$ cat src/rtl/dsc_tb_pkg.sv
package dsc_tb_pkg;
  typedef enum logic [1:0] {
    PH_AZ   = 2'd0,
    PH_INT  = 2'd1,
    PH_DINT = 2'd2,
    PH_IZ   = 2'd3
  } phase_e;
endpackage

$ cat src/rtl/dsc_cmp_edge.sv
module dsc_cmp_edge (
  input  logic clk,
  input  logic rst,
  input  logic cmp_in,
  output logic rise
);
  logic prev_q;

  always_ff @(posedge clk) begin
    if (rst) prev_q <= 1'b0;
    else     prev_q <= cmp_in;
  end

  assign rise = cmp_in & ~prev_q;
endmodule

$ cat src/rtl/dsc_load_reg.sv
module dsc_load_reg #(
  parameter int LOAD_W = 8
) (
  input  logic              clk,
  input  logic              rst,
  input  logic              load_stb,
  input  logic [LOAD_W-1:0] load_val,
  input  logic              int_enter,
  output logic              started,
  output logic [LOAD_W-1:0] lv_act
);
  logic [LOAD_W-1:0] lv_q;
  logic [LOAD_W-1:0] lv_next;

  // A strobe in the same cycle as the integrate entry is applied at once.
  assign lv_next = load_stb ? load_val : lv_q;

  always_ff @(posedge clk) begin
    if (rst) begin
      lv_q    <= '0;
      lv_act  <= '0;
      started <= 1'b0;
    end else begin
      lv_q <= lv_next;
      if (load_stb)  started <= 1'b1;
      if (int_enter) lv_act  <= lv_next;
    end
  end
endmodule

$ cat src/rtl/dsc_result_cap.sv
module dsc_result_cap #(
  parameter int RES_W = 10
) (
  input  logic             clk,
  input  logic             rst,
  input  logic             int_last,
  input  logic             cmp_in,
  input  logic             res_load,
  input  logic             res_ovr,
  input  logic [RES_W-1:0] res_val,
  input  logic             az_enter,
  output logic [RES_W-1:0] result,
  output logic             ovr,
  output logic             pol,
  output logic             eoc
);
  logic pol_cap;

  always_ff @(posedge clk) begin
    if (rst) begin
      pol_cap <= 1'b0;
      result  <= '0;
      ovr     <= 1'b0;
      pol     <= 1'b0;
      eoc     <= 1'b0;
    end else begin
      if (int_last) pol_cap <= cmp_in;
      if (res_load) begin
        result <= res_ovr ? {RES_W{1'b1}} : res_val;
        ovr    <= res_ovr;
        pol    <= pol_cap;
        eoc    <= 1'b1;
      end else if (az_enter) begin
        eoc <= 1'b0;
      end
    end
  end

  assert_ovr_saturates_R6: assert property (@(posedge clk) disable iff (rst)
    ovr |-> (result == {RES_W{1'b1}}));
  assert_eoc_with_result_R9: assert property (@(posedge clk) disable iff (rst)
    res_load |=> eoc);
endmodule

$ cat src/rtl/dsc_phase_timebase.sv
module dsc_phase_timebase #(
  parameter int LOAD_W    = 8,
  parameter int PRESCALE  = 4,
  parameter int DEINT_W   = 10,
  parameter int IZ_CYCLES = 8
) (
  input  logic               clk,
  input  logic               rst,
  input  logic [LOAD_W-1:0]  load_val,
  input  logic               load_stb,
  input  logic               cmp_in,
  output logic [1:0]         phase,
  output logic               eoc,
  output logic [DEINT_W-1:0] result,
  output logic               ovr,
  output logic               pol
);
  import dsc_tb_pkg::*;

  localparam int TW  = LOAD_W + $clog2(PRESCALE) + 1;
  localparam int IW  = $clog2(IZ_CYCLES) + 1;
  localparam int CW0 = (TW > DEINT_W) ? TW : DEINT_W;
  localparam int CW  = (CW0 > IW) ? CW0 : IW;
  localparam logic [CW-1:0] DLAST = CW'((1 << DEINT_W) - 1);
  localparam logic [CW-1:0] ILAST = CW'(IZ_CYCLES - 1);

  phase_e            phase_q, phase_n;
  logic [CW-1:0]     cnt_q, cnt_n;
  logic [CW-1:0]     dur;
  logic [LOAD_W-1:0] lv_act, lv_eff;
  logic              started, rise;
  logic              int_enter, az_enter, int_last;
  logic              res_load, res_ovr;

  dsc_cmp_edge u_edge (
    .clk(clk), .rst(rst), .cmp_in(cmp_in), .rise(rise)
  );

  dsc_load_reg #(.LOAD_W(LOAD_W)) u_load (
    .clk(clk), .rst(rst), .load_stb(load_stb), .load_val(load_val),
    .int_enter(int_enter), .started(started), .lv_act(lv_act)
  );

  assign lv_eff = (lv_act == '0) ? LOAD_W'(1) : lv_act;
  assign dur    = CW'(lv_eff) * CW'(PRESCALE);

  always_comb begin
    phase_n  = phase_q;
    cnt_n    = cnt_q + CW'(1);
    res_load = 1'b0;
    res_ovr  = 1'b0;
    int_last = 1'b0;
    unique case (phase_q)
      PH_AZ: begin
        if (!started) begin
          cnt_n = '0;
          if (load_stb) phase_n = PH_INT;
        end else if (cnt_q == dur - CW'(1)) begin
          phase_n = PH_INT;
          cnt_n   = '0;
        end
      end
      PH_INT: begin
        if (cnt_q == dur - CW'(1)) begin
          phase_n  = PH_DINT;
          cnt_n    = '0;
          int_last = 1'b1;
        end
      end
      PH_DINT: begin
        if (rise) begin
          phase_n  = PH_IZ;
          cnt_n    = '0;
          res_load = 1'b1;
        end else if (cnt_q == DLAST) begin
          phase_n  = PH_IZ;
          cnt_n    = '0;
          res_load = 1'b1;
          res_ovr  = 1'b1;
        end
      end
      PH_IZ: begin
        if (rise || cnt_q == ILAST) begin
          phase_n = PH_AZ;
          cnt_n   = '0;
        end
      end
      default: begin
        phase_n = PH_AZ;
        cnt_n   = '0;
      end
    endcase
  end

  assign int_enter = (phase_n == PH_INT) && (phase_q != PH_INT);
  assign az_enter  = (phase_n == PH_AZ) && (phase_q != PH_AZ);

  always_ff @(posedge clk) begin
    if (rst) begin
      phase_q <= PH_AZ;
      cnt_q   <= '0;
    end else begin
      phase_q <= phase_n;
      cnt_q   <= cnt_n;
    end
  end

  dsc_result_cap #(.RES_W(DEINT_W)) u_res (
    .clk(clk), .rst(rst), .int_last(int_last), .cmp_in(cmp_in),
    .res_load(res_load), .res_ovr(res_ovr), .res_val(cnt_q[DEINT_W-1:0]),
    .az_enter(az_enter), .result(result), .ovr(ovr), .pol(pol), .eoc(eoc)
  );

  assign phase = phase_q;

  assert_reset_az_R1: assert property (@(posedge clk)
    rst |=> (phase_q == PH_AZ && !eoc && !ovr));
  assert_idle_az_R2: assert property (@(posedge clk) disable iff (rst)
    !started |-> (phase_q == PH_AZ));
  assert_int_next_R3: assert property (@(posedge clk) disable iff (rst)
    (phase_q == PH_INT) |=> (phase_q == PH_INT || phase_q == PH_DINT));
  assert_dint_next_R3: assert property (@(posedge clk) disable iff (rst)
    (phase_q == PH_DINT) |=> (phase_q == PH_DINT || phase_q == PH_IZ));
  assert_iz_next_R8: assert property (@(posedge clk) disable iff (rst)
    (phase_q == PH_IZ) |=> (phase_q == PH_IZ || phase_q == PH_AZ));
  assert_az_next_R3: assert property (@(posedge clk) disable iff (rst)
    (phase_q == PH_AZ) |=> (phase_q == PH_AZ || phase_q == PH_INT));
  assert_eoc_low_az_R9: assert property (@(posedge clk) disable iff (rst)
    (phase_q == PH_AZ) |-> !eoc);
  assert_int_bound_R4: assert property (@(posedge clk) disable iff (rst)
    (phase_q == PH_INT) |-> (cnt_q < dur));
endmodule

$ cat config.mk
export PLATFORM = sky130hd
export DESIGN_NAME = dsc_phase_timebase
export DESIGN_NICKNAME = d
export VERILOG_FILES = /design/src/rtl/dsc_tb_pkg.sv /design/src/rtl/dsc_cmp_edge.sv /design/src/rtl/dsc_load_reg.sv /design/src/rtl/dsc_result_cap.sv /design/src/rtl/dsc_phase_timebase.sv
export SDC_FILE = /design/constraint.sdc
export NUM_CORES = 1
export LEC_CHECK = 0
export BUFFER_PORTS_ARGS = -buffer_cell sky130_fd_sc_hd__buf_2
export CORE_MARGIN = 2
export CORE_UTILIZATION = 45
export DETAILED_ROUTE_END_ITERATION = 12
export HOLD_SLACK_MARGIN = 0.15
export PLACE_DENSITY_LB_ADDON = 0.05
export RECOVER_POWER = 25
export SLEW_MARGIN = 15
export SYNTH_ARGS = -nofsm -noshare
export SYNTH_HDL_FRONTEND = slang
export SYNTH_SLANG_ARGS = --single-unit
$ cat constraint.sdc
create_clock -name clk -period 6.6 [get_ports clk]
set_clock_uncertainty 0.1 [all_clocks]
set_input_delay 1.32 -clock clk [delete_from_list [all_inputs] [get_ports clk]]
set_output_delay 1.32 -clock clk [all_outputs]
set_load 0.005 [all_outputs]
Word-level counts from Yosys, hierarchy flattened
Index checks and enable logic that the tools add are counted.
W data, S select, Z words.
- equal/unequal tests: 8
- $add $sub $neg: 2
- reduce and logical (&&, ||, !) cells: 8
- multiplexer cells: 26
- order comparisons: 0
- bitwise operators: 2
- shift-type cells: 0
- $mul: 0
- div/mod/pow operators: 0
- operator list (kind ; number):
    $mux W11 ; 5
    $pmux W11 S4 ; 1
    $mux W8 ; 2
    $mux W2 ; 7
    $add A11 B1 Y11 const B ; 1
    $eq A11 B10 Y1 const B ; 1
    $eq A11 B11 Y1 ; 1
    $eq A11 B3 Y1 const B ; 1
    $sub A10 B1 Y11 const B ; 1
    $mux W10 ; 1
    $mux W1 ; 9
    $logic_not A8 Y1 ; 1
    $pmux W2 S4 ; 1
    $eq A2 B1 Y1 const B ; 2
    $eq A2 B2 Y1 const B ; 2
    $logic_not A2 Y1 ; 2
    $reduce_bool A2 Y1 ; 2
    $logic_and A1 B1 Y1 ; 2
    $ne A2 B1 Y1 const B ; 1
    $and A1 B1 Y1 ; 1
    $logic_or A1 B1 Y1 ; 1
    $not A1 Y1 ; 1
- memory bits (read-only): 0
- RAM bits: 0
- word-level logic and storage cells: 57
- input bits: 12
- bits in latches: 0
- flip-flop bits (word level): 45
- memories kept: 0

Longest topological paths before layout
Gate-level depths: netlist of run 1.
- depth after elaboration: 11
- depth in mapped cells: 10
- mapped depth without buffers: 9

Cells and area by module
From an unflattened synthesis of run 1, not the netlist that was laid out.
- cell total of the unflattened synthesis: 243
- area, all modules: 2270.9 sq um
- modules (own cells, without submodules) (module ; area an instance (sq um) ; cells an instance ; times used ; seq. area each (sq um)):
    dsc_phase_timebase ; 1084.8 ; 127 ; 1 ; 260.2
    dsc_load_reg ; 585.6 ; 56 ; 1 ; 340.3
    dsc_result_cap ; 553.0 ; 57 ; 1 ; 280.3
    dsc_cmp_edge ; 47.5 ; 3 ; 1 ; 20.0

Worst setup path before layout of run 1
No wires, ideal clock.
- kind: register to register
- from: register u_load.lv_act[4]
- to: register u_load.lv_act[0]
- setup time: 121 ps
- clock period less this slack: 3018 ps
- cell stages (with the launch flop): 10
- path buffers: 0
- data arrival time: 2797 ps
- required time: 6379 ps
- path slack: 3582 ps
- path through: dfxtp_1 > nor4_4 > a31oi_1 > ha_1 > nor3b_1 > a211oi_1 > a41oi_1 > a2111o_1 > o32ai_4 > mux2_2
- word-level cells in the longest chain between the ends: 9
- elaborated cells on any way between the ends: 10
- classes of those cells: add/sub: 1; eq/ne: 2; mux: 5; reduce/logical: 2
- ends and longest elaborated chain (what ; RTL line ; source):
    start: declaration ; dsc_load_reg.sv:10 ; output logic [LOAD_W-1:0] lv_act
    start signal: assignment ; dsc_load_reg.sv:26 ; if (int_enter) lv_act <= lv_next;
    $logic_not A8 Y1 ; dsc_phase_timebase.sv:44 ; assign lv_eff = (lv_act == '0) ? LOAD_W'(1) : lv_act;
    $mux W8 (*) ; dsc_phase_timebase.sv:44 ;
    $sub A10 B1 Y11 (*) ; dsc_phase_timebase.sv:58, dsc_phase_timebase.sv:64 ;
    $eq A11 B11 Y1 (*) ; dsc_phase_timebase.sv:58, dsc_phase_timebase.sv:64 ;
    $mux W2 ; dsc_phase_timebase.sv:58 ; end else if (cnt_q == dur - CW'(1)) begin
    $mux W2 ; dsc_phase_timebase.sv:55 ; if (!started) begin
    $pmux W2 S4 (*) ; dsc_phase_timebase.sv:53 ; unique case (phase_q)
    $eq A2 B1 Y1 (*) ; dsc_phase_timebase.sv:95 ; assign int_enter = (phase_n == PH_INT) && (phase_q != PH_INT);
    $logic_and A1 B1 Y1 (*) ; dsc_phase_timebase.sv:95 ;
Mark *: on every way between the ends. The rest lies on a longest branch, timed or not.
A chain may end at the register's enable or synchronous reset.

Worst setup path after layout of run 1
- from: register u_load.lv_act[4]
- to: register cnt_q[6]
- word-level cells in the longest chain between the ends: 7
- ends and longest elaborated chain (what ; RTL line ; source):
    $logic_not A8 Y1 ; dsc_phase_timebase.sv:44 ;
    $mux W8 (*) ; dsc_phase_timebase.sv:44 ;
    $sub A10 B1 Y11 (*) ; dsc_phase_timebase.sv:58, dsc_phase_timebase.sv:64 ;
    $eq A11 B11 Y1 (*) ; dsc_phase_timebase.sv:58, dsc_phase_timebase.sv:64 ;
    $mux W11 (*) ; dsc_phase_timebase.sv:58, dsc_phase_timebase.sv:64 ;
    $mux W11 ; dsc_phase_timebase.sv:55 ;
    $pmux W11 S4 (*) ; dsc_phase_timebase.sv:53 ;
    end signal: assignment ; dsc_phase_timebase.sv:104 ; cnt_q <= cnt_n;
    end: declaration ; dsc_phase_timebase.sv:28 ; logic [CW-1:0] cnt_q, cnt_n;
Marked as above.

==> results of run 1 <==
-- routing by layer --
metal,global-route usage (%),up-vias
met5,0,-
met4,6.92,0
met3,3.80,7
met2,27.1,42
met1,23.3,758
li1,-,809
-- cell type report --
cell class / instances / area [sq um] / area share [%]
multi-input cells: 156 / 1080 / 46.8
flip-flops and latches: 45 / 901 / 39.2
repair buffers: 26 / 126 / 5.49
clock buffers: 7 / 86.3 / 3.75
well taps: 52 / 65.1 / 2.83
clock inverters: 1 / 30.0 / 1.31
inverters: 4 / 15.0 / 0.653
-- how the worst max path moves through the flow --
stage	from	depth (start not counted)	endpoint
6_report	u_load.lv_act[4]$_SDFFE_PP0P_	9	cnt_q[6]$_SDFF_PP0_
2_1_floorplan	u_load.lv_act[4]$_SDFFE_PP0P_	9	u_load.lv_act[0]$_SDFFE_PP0P_
3_5_place_dp	u_load.lv_act[4]$_SDFFE_PP0P_	9	cnt_q[6]$_SDFF_PP0_
5_1_grt	u_load.lv_act[4]$_SDFFE_PP0P_	9	cnt_q[6]$_SDFF_PP0_
4_1_cts	u_load.lv_act[4]$_SDFFE_PP0P_	9	cnt_q[6]$_SDFF_PP0_
3_3_place_gp	u_load.lv_act[4]$_SDFFE_PP0P_	9	cnt_q[6]$_SDFF_PP0_
-- synth_stat cells, types with 3 or more instances --
cell type,n
nand2b_1,3
mux2_2,10
nor2b_1,8
nor4_1,3
xor2_1,12
o31ai_1,3
nand4_1,3
o22ai_1,9
xnor2_1,5
a21oi_1,3
mux2i_1,10
dfxtp_1,45
nand2_1,7
inv_1,4
nand3_1,4
nor3_1,11
clkbuf_1,13
nor2_1,32
and2_1,3
o21ai_0,3
-- through the flow --
stage	hold WS [ps]	power, mW	setup WS (ps)	instances
3_5_place_dp	351	0.360	2900	283
2_1_floorplan	349	0.344	3580	221
6_report	381	0.564	3230	291
5_1_grt	406	0.588	3060	291
3_3_place_gp	349	0.358	3030	283
4_1_cts	380	0.570	2890	291
-- where the power goes --
part | internal, mW | switching [mW] | leakage (nW)
registers | 0.279 | 0.00780 | 0.366
clock network | 0.123 | 0.0873 | 0.0585
logic | 0.0299 | 0.0366 | 0.534
-- cells by family after synthesis --
logic type | synth area share [%]
compound gates | 11.3
xor+xnor | 7.26
fa+ha+maj | 1.22
buf+inv | 3.72
flops | 44.0
mux | 10.4
simple gates | 22.2
-- cell usage in the layout, fill, tap and decap left out, types with 2 or more instances in the layout --
master and count:
nand4_1 3, nand3_1 4, mux2_2 10, buf_2 23, mux2i_1 10, clkbuf_8 6
ha_1 2, nand2b_1 3, xor2_1 12, nor2_1 32, nor4_1 3, nor3b_1 2
and2_1 3, a31oi_1 2, and4_1 2, clkbuf_1 4, a21oi_1 3, o22ai_1 9
o31ai_1 2, or2_2 2, and3_1 2, xnor2_1 5, nor3_1 11, inv_1 4
a2111o_1 2, o21a_1 2, or3_1 2, o21ai_0 3, nor2b_1 8, dfxtp_1 45
nand2_1 7
-- sequential cells by signal (all words and copies together) (netlist names) --
signal and cells:
u_load.lv_q 8, u_res.ovr 1, u_res.result 10, u_edge.prev_q 1, u_res.eoc 1, phase 2, u_load.lv_act 8, u_load.started 1
u_res.pol_cap 1, cnt_q 11, u_res.pol 1
==> key figures, run 1 <==
Run status
  – Status: finished clean

Yosys
  – Unique masters post-synth: 40
  – Area share of the largest cell type after synthesis: 44.0%
  – Syn_nets: 235
  – Post-synth EDFFs: 0
  – Synthesized area per cell: 9.27 sq um
  – Warnings from Yosys: 0
  – Ranking of synthesized cells by area: dfxtp_1, nor2_1, mux2_2
  – Top FF cell, synth: dfxtp_1
  – #FFs+latches synth: 45
  – Largest area contributor in the netlist: dfxtp_1
  – Async SR Flop Fraction: 0%
  – Post-synthesis sequential area ratio: 44.0%
  – Post-synthesis cell count: 221
  – Synthesized cell area: 0.00205 sq mm

Floorplanning
  – Row count: 24
  – Placeable Area: 0.00438 sq mm
  – DIE HEIGHT: 71.5 microns
  – Initial Utilization: 46.7%
  – Die width: 71.5 microns
  – IO Count: 27
  – Full die area: 0.00511 sq mm

Power and ir drop
  – PwrDens: 245 mW/mm^2
  – Max VDD drop: 0.000135 V
  – Lkg Pwr: 0.958 nW

CTS
  – Number of setup buffers added after CTS: 0
  – Clock sink count: 45
  – CTS tree: yes
  – Clk Latency, worst-skew pair: 290 ps
  – Worst-path clk slew: 80 ps
  – CTS HTree Levels: 2
  – Post-CTS Hold Fix Bufs: 0
  – CTS Buf Count: 5
  – PostCTS Resize Cnt: 0
  – CTS Root Cell: clkbuf_8
  – CTS Buffer Depth: 2

Global routing
  – Largest net degree at the start of global routing: 35
  – First-pass GRT wire length: 7000 microns
  – Vias in the first global route: 1522
  – Remaining Overflow, GRT: 0
  – Initial antenna violation count: 0
  – Gr usage total: 17.3%

Worst setup path
  – Register-to-register setup slack: 3230 ps
  – RR Startpoint: u_load.lv_act[4]$_SDFFE_PP0P_
  – Worst Path Buf+Inv: 0
  – Worst path slowest cell: o31ai_2
  – CP Capture Type: flop
  – Worst EP arrival: 3370 ps
  – Slowest stage delay, CP: 730 ps
  – Crit-path cells: nor4_4, a31oi_1, ha_1, nor3b_1, a211oi_1, a41oi_1, a2111o_1, o31ai_2, a2111oi_0
  – Crit path max-delay family: compound AO/OA/AOI/OAI gates
  – Worst EP required: 6600 ps
  – Setup CP Type: flop to flop
  – Reg2reg path depth: 9
  – Crit Path Max Fanout: 11
  – Setup crit start kind: flop
  – Reg-to-reg critical path endpoint: cnt_q[6]$_SDFF_PP0_

Drt
  – Met3 wire length: 211 microns
  – Routed wl met2: 1890 microns
  – DR vias/cell: 5.55
  – First-pass DRT Iterations: 4
  – Via count: 1616
  – DRC Markers: 0
  – Drt initial violations: 106
  – Max Used Layer: met4
  – Met1 wire length: 2110 microns
  – Routed WL per cell: 14.7 microns
  – Post-DRT Antenna Nets: 0
  – WL final: 4280 microns

STA
  – Setup violators final: 0
  – Share of the clock period used by the worst path: 51.0%
  – RSZ-0062 raised after global routing: false
  – Hold Fails Final Rpt: 0
  – Max-slew violations: 0
  – Setup TNS: 0 ps
  – Slew margin rel.: 7.01%
  – Final worst path period need: 3370 ps
  – Fmax: 297 MHz
  – Least-Margin Pin Slew: 1390 ps

Flow run
  – Number of max-cap violations: 0

Placement
  – Placed Area: 0.00218 sq mm
  – Post-DP HPWL: 3170 microns
  – Count of input and output buffers: 26
  – RePlAce Congestion: 0.980

Min path
  – Worst hold start: u_res.eoc$_SDFFE_PP0P_
  – Worst hold path type: flop to flop
  – Hold worst-path end: u_res.eoc$_SDFFE_PP0P_
  – Worst hold path depth: 1

Finish
  – Area growth, synth to finish: 12.3%
  – Share of layout cells above drive strength 1: 18.8%
  – Util after Layout: 52.5%
  – Fin area: 0.00230 sq mm
  – Fillers: 429
  – Nets: 252
  – Antenna fix cells: 0
(Power assumes the default switching activity.)
==> run 2: changes to the inputs <==
==> constraint.sdc (replaced) <==
create_clock -name clk -period 3.5 [get_ports clk]
set_clock_uncertainty 0.1 [all_clocks]
set_input_delay 0.7 -clock clk [delete_from_list [all_inputs] [get_ports clk]]
set_output_delay 0.7 -clock clk [all_outputs]
set_load 0.005 [all_outputs]
==> run 2 against run 1 <==
Against the previous run:
- combinational power rose by 97%
- flip-flop and latch count did not move
- utilization fell by 0.46 points
- final area fell by 0.87%
- die area did not move
- power rose by 70%
- count of clock-buffer cells in the layout fell by 2
- critical path depth did not move
- non-clock buffer count rose by 2
- highest routed layer unchanged
- cell count did not move
- via count fell by 1.2%
==> key figures, run 2 (synthesis results as in run 1) <==
CTS
  – Number of setup buffers added after CTS: 0
  – Clock sink count: 45
  – Clk Latency, worst-skew pair: 290 ps
  – CTS Buffer Depth: 2
  – Worst-path clk slew: 80 ps
  – CTS tree: yes
  – CTS Buf Count: 5
  – CTS Root Cell: clkbuf_8
  – Post-CTS Hold Fix Bufs: 0
  – CTS HTree Levels: 2
  – PostCTS Resize Cnt: 0

Drt
  – Routed WL per cell: 14.5 microns
  – Drt initial violations: 54
  – DR vias/cell: 5.48
  – Post-DRT Antenna Nets: 0
  – DRC Markers: 0
  – WL final: 4230 microns
  – Via count: 1596
  – First-pass DRT Iterations: 4

Worst setup path
  – CP Capture Type: flop
  – Crit-path cells: nor4_4, a31oi_1, ha_1, nor3b_1, a211oi_1, a41oi_1, a2111o_1, nor4b_1, mux2_2
  – Worst EP required: 3590 ps
  – Worst Path Buf+Inv: 0
  – Worst path slowest cell: a2111o_1
  – Slowest stage delay, CP: 490 ps
  – Setup CP Type: flop to flop
  – Worst EP arrival: 3350 ps
  – Setup crit start kind: flop
  – Crit path max-delay family: simple AND/OR/NAND/NOR gates
  – Crit Path Max Fanout: 5

STA
  – Setup TNS: 0 ps
  – Max-slew violations: 0
  – Least-Margin Pin Slew: 1370 ps
  – Slew margin rel.: 8.69%
  – Final setup margin: 241 ps
  – Hold Fails Final Rpt: 0
  – Fmax: 307 MHz
  – Setup violators final: 0
  – RSZ-0062 raised after global routing: false
  – Hold WS: 374 ps
  – Final worst path period need: 3260 ps
  – Share of the clock period used by the worst path: 93.1%

Global routing
  – Gr usage total: 17.5%
  – Vias in the first global route: 1465
  – Largest net degree at the start of global routing: 35
  – First-pass GRT wire length: 7070 microns
  – Initial antenna violation count: 0
  – Remaining Overflow, GRT: 0

Floorplanning
  – DIE HEIGHT: 71.5 microns
  – Full die area: 0.00511 sq mm
  – IO Count: 27
  – Row count: 24
  – Initial Utilization: 46.7%
  – Die width: 71.5 microns
  – Placeable Area: 0.00438 sq mm

Power and ir drop
  – Max VDD drop: 0.000261 V
  – Pwr Total: 0.961 mW
  – Lkg Pwr: 0.952 nW
  – PwrDens: 422 mW/mm^2

Min path
  – Worst hold path type: flop to flop

Flow run
  – Number of max-cap violations: 0

Finish
  – Antenna fix cells: 0
  – Nets: 254
  – Share of layout cells above drive strength 1: 18.8%
  – Biggest register: cnt_q
  – Max reg flops: 11
  – Util after Layout: 52.0%
  – Top flop regs: cnt_q (11), u_res.result (10)
  – Commonest non-fill, non-tap cells in the layout: dfxtp_1, nor2_1, buf_2, xor2_1, nor3_1
  – Area growth, synth to finish: 11.3%
  – Commonest non-fill, non-tap cell in the layout: dfxtp_1

Placement
  – Count of input and output buffers: 26
  – Pre-CTS WS: 175 ps
  – RePlAce Congestion: 0.850
  – Post-DP HPWL: 3120 microns

Run status
  – Status: finished clean
## run 2: cell type report
class,instances,area [sq um]
clock inverter,1,5.00
timing repair buffer,28,154
clock buffer,5,68.8
tap,52,65.1
sequential,45,901
multi-input combinational,156,1070
fill,421,2100
inverter,4,15.0
## run 2: report_power, final
| group | internal, mW | switching (mW) | leakage (nW) |
|---|---|---|---|
| sequential | 0.527 | 0.0148 | 0.366 |
| combinational | 0.0613 | 0.0694 | 0.546 |
| clock | 0.131 | 0.158 | 0.0399 |
## run 2: stage by stage
stage	cell area (sq um)	instances
6_report	2280	291
5_1_grt	2280	291
4_1_cts	2260	290
3_5_place_dp	2190	284
3_3_place_gp	2190	284
2_1_floorplan	2050	221
## run 2: per-layer routing
| layer | global-route usage [%] | vias to the layer above | wire (microns) | part of all wire [%] |
|---|---|---|---|---|
| li1 | - | 813 | - | - |
| met1 | 25.7 | 755 | 2150 | 51 |
| met2 | 26.1 | 24 | 1910 | 45 |
| met3 | 3.80 | 4 | 131 | 3.1 |
| met4 | 4.61 | 0 | 38 | 0.90 |
| met5 | 0 | - | 0 | 0 |
## run 2: worst paths after layout
path,from,slack (ps),cells after the start,to
worst min register to register,u_res.eoc$_SDFFE_PP0P_,370,1,u_res.eoc$_SDFFE_PP0P_
worst min-delay path,u_res.eoc$_SDFFE_PP0P_,370,1,u_res.eoc$_SDFFE_PP0P_
worst max register to register,u_load.lv_act[4]$_SDFFE_PP0P_,240,9,u_res.pol_cap$_SDFFE_PP0P_
worst max-delay path,u_load.lv_act[4]$_SDFFE_PP0P_,240,9,u_res.pol_cap$_SDFFE_PP0P_
==> run 3: changes to the inputs <==
--- a/config.mk
+++ b/config.mk
@@ -6,8 +6,10 @@
 export NUM_CORES = 1
 export LEC_CHECK = 0
 export BUFFER_PORTS_ARGS = -buffer_cell sky130_fd_sc_hd__buf_2
+export CELL_PAD_IN_SITES_DETAIL_PLACEMENT = 0
+export CELL_PAD_IN_SITES_GLOBAL_PLACEMENT = 1
 export CORE_MARGIN = 2
-export CORE_UTILIZATION = 45
+export CORE_UTILIZATION = 43
 export DETAILED_ROUTE_END_ITERATION = 12
 export HOLD_SLACK_MARGIN = 0.15
 export PLACE_DENSITY_LB_ADDON = 0.05
==> run 3 against run 2 <==
Against the previous run:
- sequential share of layout area down 0.68 points
- die area up 4.4%
- cell count up 1.0%
- via count up 1.8%
- largest cell class unchanged
==> key figures, run 3 (synthesis results as in run 1) <==
Drt
  – Via count: 1624
  – DRC Markers: 0
  – Routed WL per cell: 15.0 microns
  – First-pass DRT Iterations: 4
  – DR vias/cell: 5.52
  – WL final: 4410 microns
  – Drt initial violations: 69
  – Post-DRT Antenna Nets: 0

CTS
  – CTS tree: yes
  – CTS Buf Count: 5
  – Post-CTS Hold Fix Bufs: 0
  – CTS Root Cell: clkbuf_8
  – Clock sink count: 45
  – Worst-path clk slew: 80 ps
  – CTS Buffer Depth: 2
  – Clk Latency, worst-skew pair: 290 ps
  – CTS HTree Levels: 2

Floorplanning
  – DIE HEIGHT: 73.0 microns
  – Initial Utilization: 44.0%
  – Full die area: 0.00533 sq mm
  – Row count: 25
  – Placeable Area: 0.00466 sq mm
  – Die width: 73.0 microns
  – IO Count: 27

STA
  – Share of the clock period used by the worst path: 93.1%
  – Fmax: 307 MHz
  – Slew margin rel.: 5.99%
  – Max-slew violations: 0
  – Least-Margin Pin Slew: 1410 ps
  – Hold Fails Final Rpt: 0
  – Setup TNS: 0 ps
  – Setup violators final: 0
  – RSZ-0062 raised after global routing: false
  – Final worst path period need: 3260 ps

Placement
  – Post-DP HPWL: 3210 microns
  – RePlAce Congestion: 0.918
  – Count of input and output buffers: 26

Power and ir drop
  – Lkg Pwr: 0.971 nW
  – Clock network fraction of total power: 35.1%
  – Seq pwr share: 52.0%
  – PwrDens: 449 mW/mm^2
  – Sw Pwr: 0.246 mW
  – Switching share of power: 23.6%
  – Pint: 0.796 mW
  – Max VDD drop: 0.000182 V
  – Power share of the combinational group: 12.9%

Finish
  – Fillers: 445
  – Biggest register: cnt_q
  – Area growth, synth to finish: 13.2%
  – Commonest non-fill, non-tap cell in the layout: dfxtp_1
  – Util after Layout: 49.8%
  – Share of layout cells above drive strength 1: 20.0%
  – Antenna fix cells: 0
  – Top flop regs: cnt_q (11), u_res.result (10)
  – Nets: 254
  – Max reg flops: 11
  – Commonest non-fill, non-tap cells in the layout: dfxtp_1, nor2_1, buf_2, xor2_1, nor3_1

Global routing
  – First-pass GRT wire length: 7580 microns
  – Remaining Overflow, GRT: 0
  – Largest net degree at the start of global routing: 35
  – Initial antenna violation count: 0
  – Vias in the first global route: 1637
  – Gr usage total: 18.4%

Worst setup path
  – Setup crit start kind: flop
  – RR Startpoint: u_load.lv_act[4]$_SDFFE_PP0P_
  – Worst EP required: 3580 ps
  – Setup CP Type: flop to flop
  – Crit Path Max Fanout: 9
  – Worst EP arrival: 3340 ps
  – CP Capture Type: flop
  – Critical path launch point: u_load.lv_act[4]$_SDFFE_PP0P_

Run status
  – Status: finished clean

Min path
  – Worst hold start: u_res.eoc$_SDFFE_PP0P_
  – Worst hold path type: flop to flop

Flow run
  – Number of max-cap violations: 0
[run 3: critical path, stage by stage (launching register included)]
cell      delay [ps]
dfxtp_1          370
nor4_4           390
a31oi_1          190
ha_1             270
nor3b_1          170
a211oi_1         280
a41oi_1           80
a2111o_1         520
o32ai_4          280
buf_12           170
mux2_2           330
[run 3: final cells by class]
cell class / instances / area (sq um) / area share (%)
well taps: 54 / 67.6 / 2.91
clock buffers: 5 / 68.8 / 2.96
flip-flops and latches: 45 / 901 / 38.8
inverters: 4 / 15.0 / 0.647
multi-input cells: 156 / 1080 / 46.5
repair buffers: 28 / 155 / 6.68
clock inverters: 2 / 35.0 / 1.51
[run 3: what timing repair did]
action,4_1_cts,5_1_grt
hold endpoints to repair,0,0
buffers inserted,0,1
gates resized for setup,0,1
setup endpoints to repair,0,9
[run 3: final timing paths]
kind	to	slack (ps)	cells after the start
worst max-delay path	u_load.lv_act[7]$_SDFFE_PP0P_	240	10
worst min-delay path	u_res.eoc$_SDFFE_PP0P_	390	1
worst max register to register	u_load.lv_act[7]$_SDFFE_PP0P_	240	10
worst min register to register	u_res.eoc$_SDFFE_PP0P_	390	1
[run 3: per-layer routing]
layer	vias to the layer above	global-route usage (%)	routed length (microns)
li1	815	-	-
met1	767	22.7	2020
met2	38	29.4	2120
met3	4	5.66	224
met4	0	8.23	42
met5	-	0	0
[run 3: through the flow]
| step | setup WS, ps | hold slack [ps] | instance area [sq um] | power [mW] | instances |
|---|---|---|---|---|---|
| 6_report | 240 | 386 | 2320 | 1.04 | 294 |
| 5_1_grt | 23.6 | 412 | 2320 | 1.10 | 294 |
| 4_1_cts | 138 | 385 | 2300 | 1.05 | 293 |
| 3_5_place_dp | 156 | 357 | 2190 | 0.682 | 286 |
| 3_3_place_gp | 254 | 349 | 2190 | 0.676 | 286 |
| 2_1_floorplan | 482 | 349 | 2050 | 0.649 | 221 |
[run 3: power by group through the flow]
| stage | Combinational (mW) | Clock, mW | Sequential (mW) |
|---|---|---|---|
| 3_5_place_dp | 0.128 | 0 | 0.554 |
| 5_1_grt | 0.151 | 0.403 | 0.545 |
| 4_1_cts | 0.128 | 0.383 | 0.542 |
| 6_report | 0.134 | 0.366 | 0.542 |
| 3_3_place_gp | 0.123 | 0 | 0.553 |
| 2_1_floorplan | 0.0993 | 0 | 0.550 |
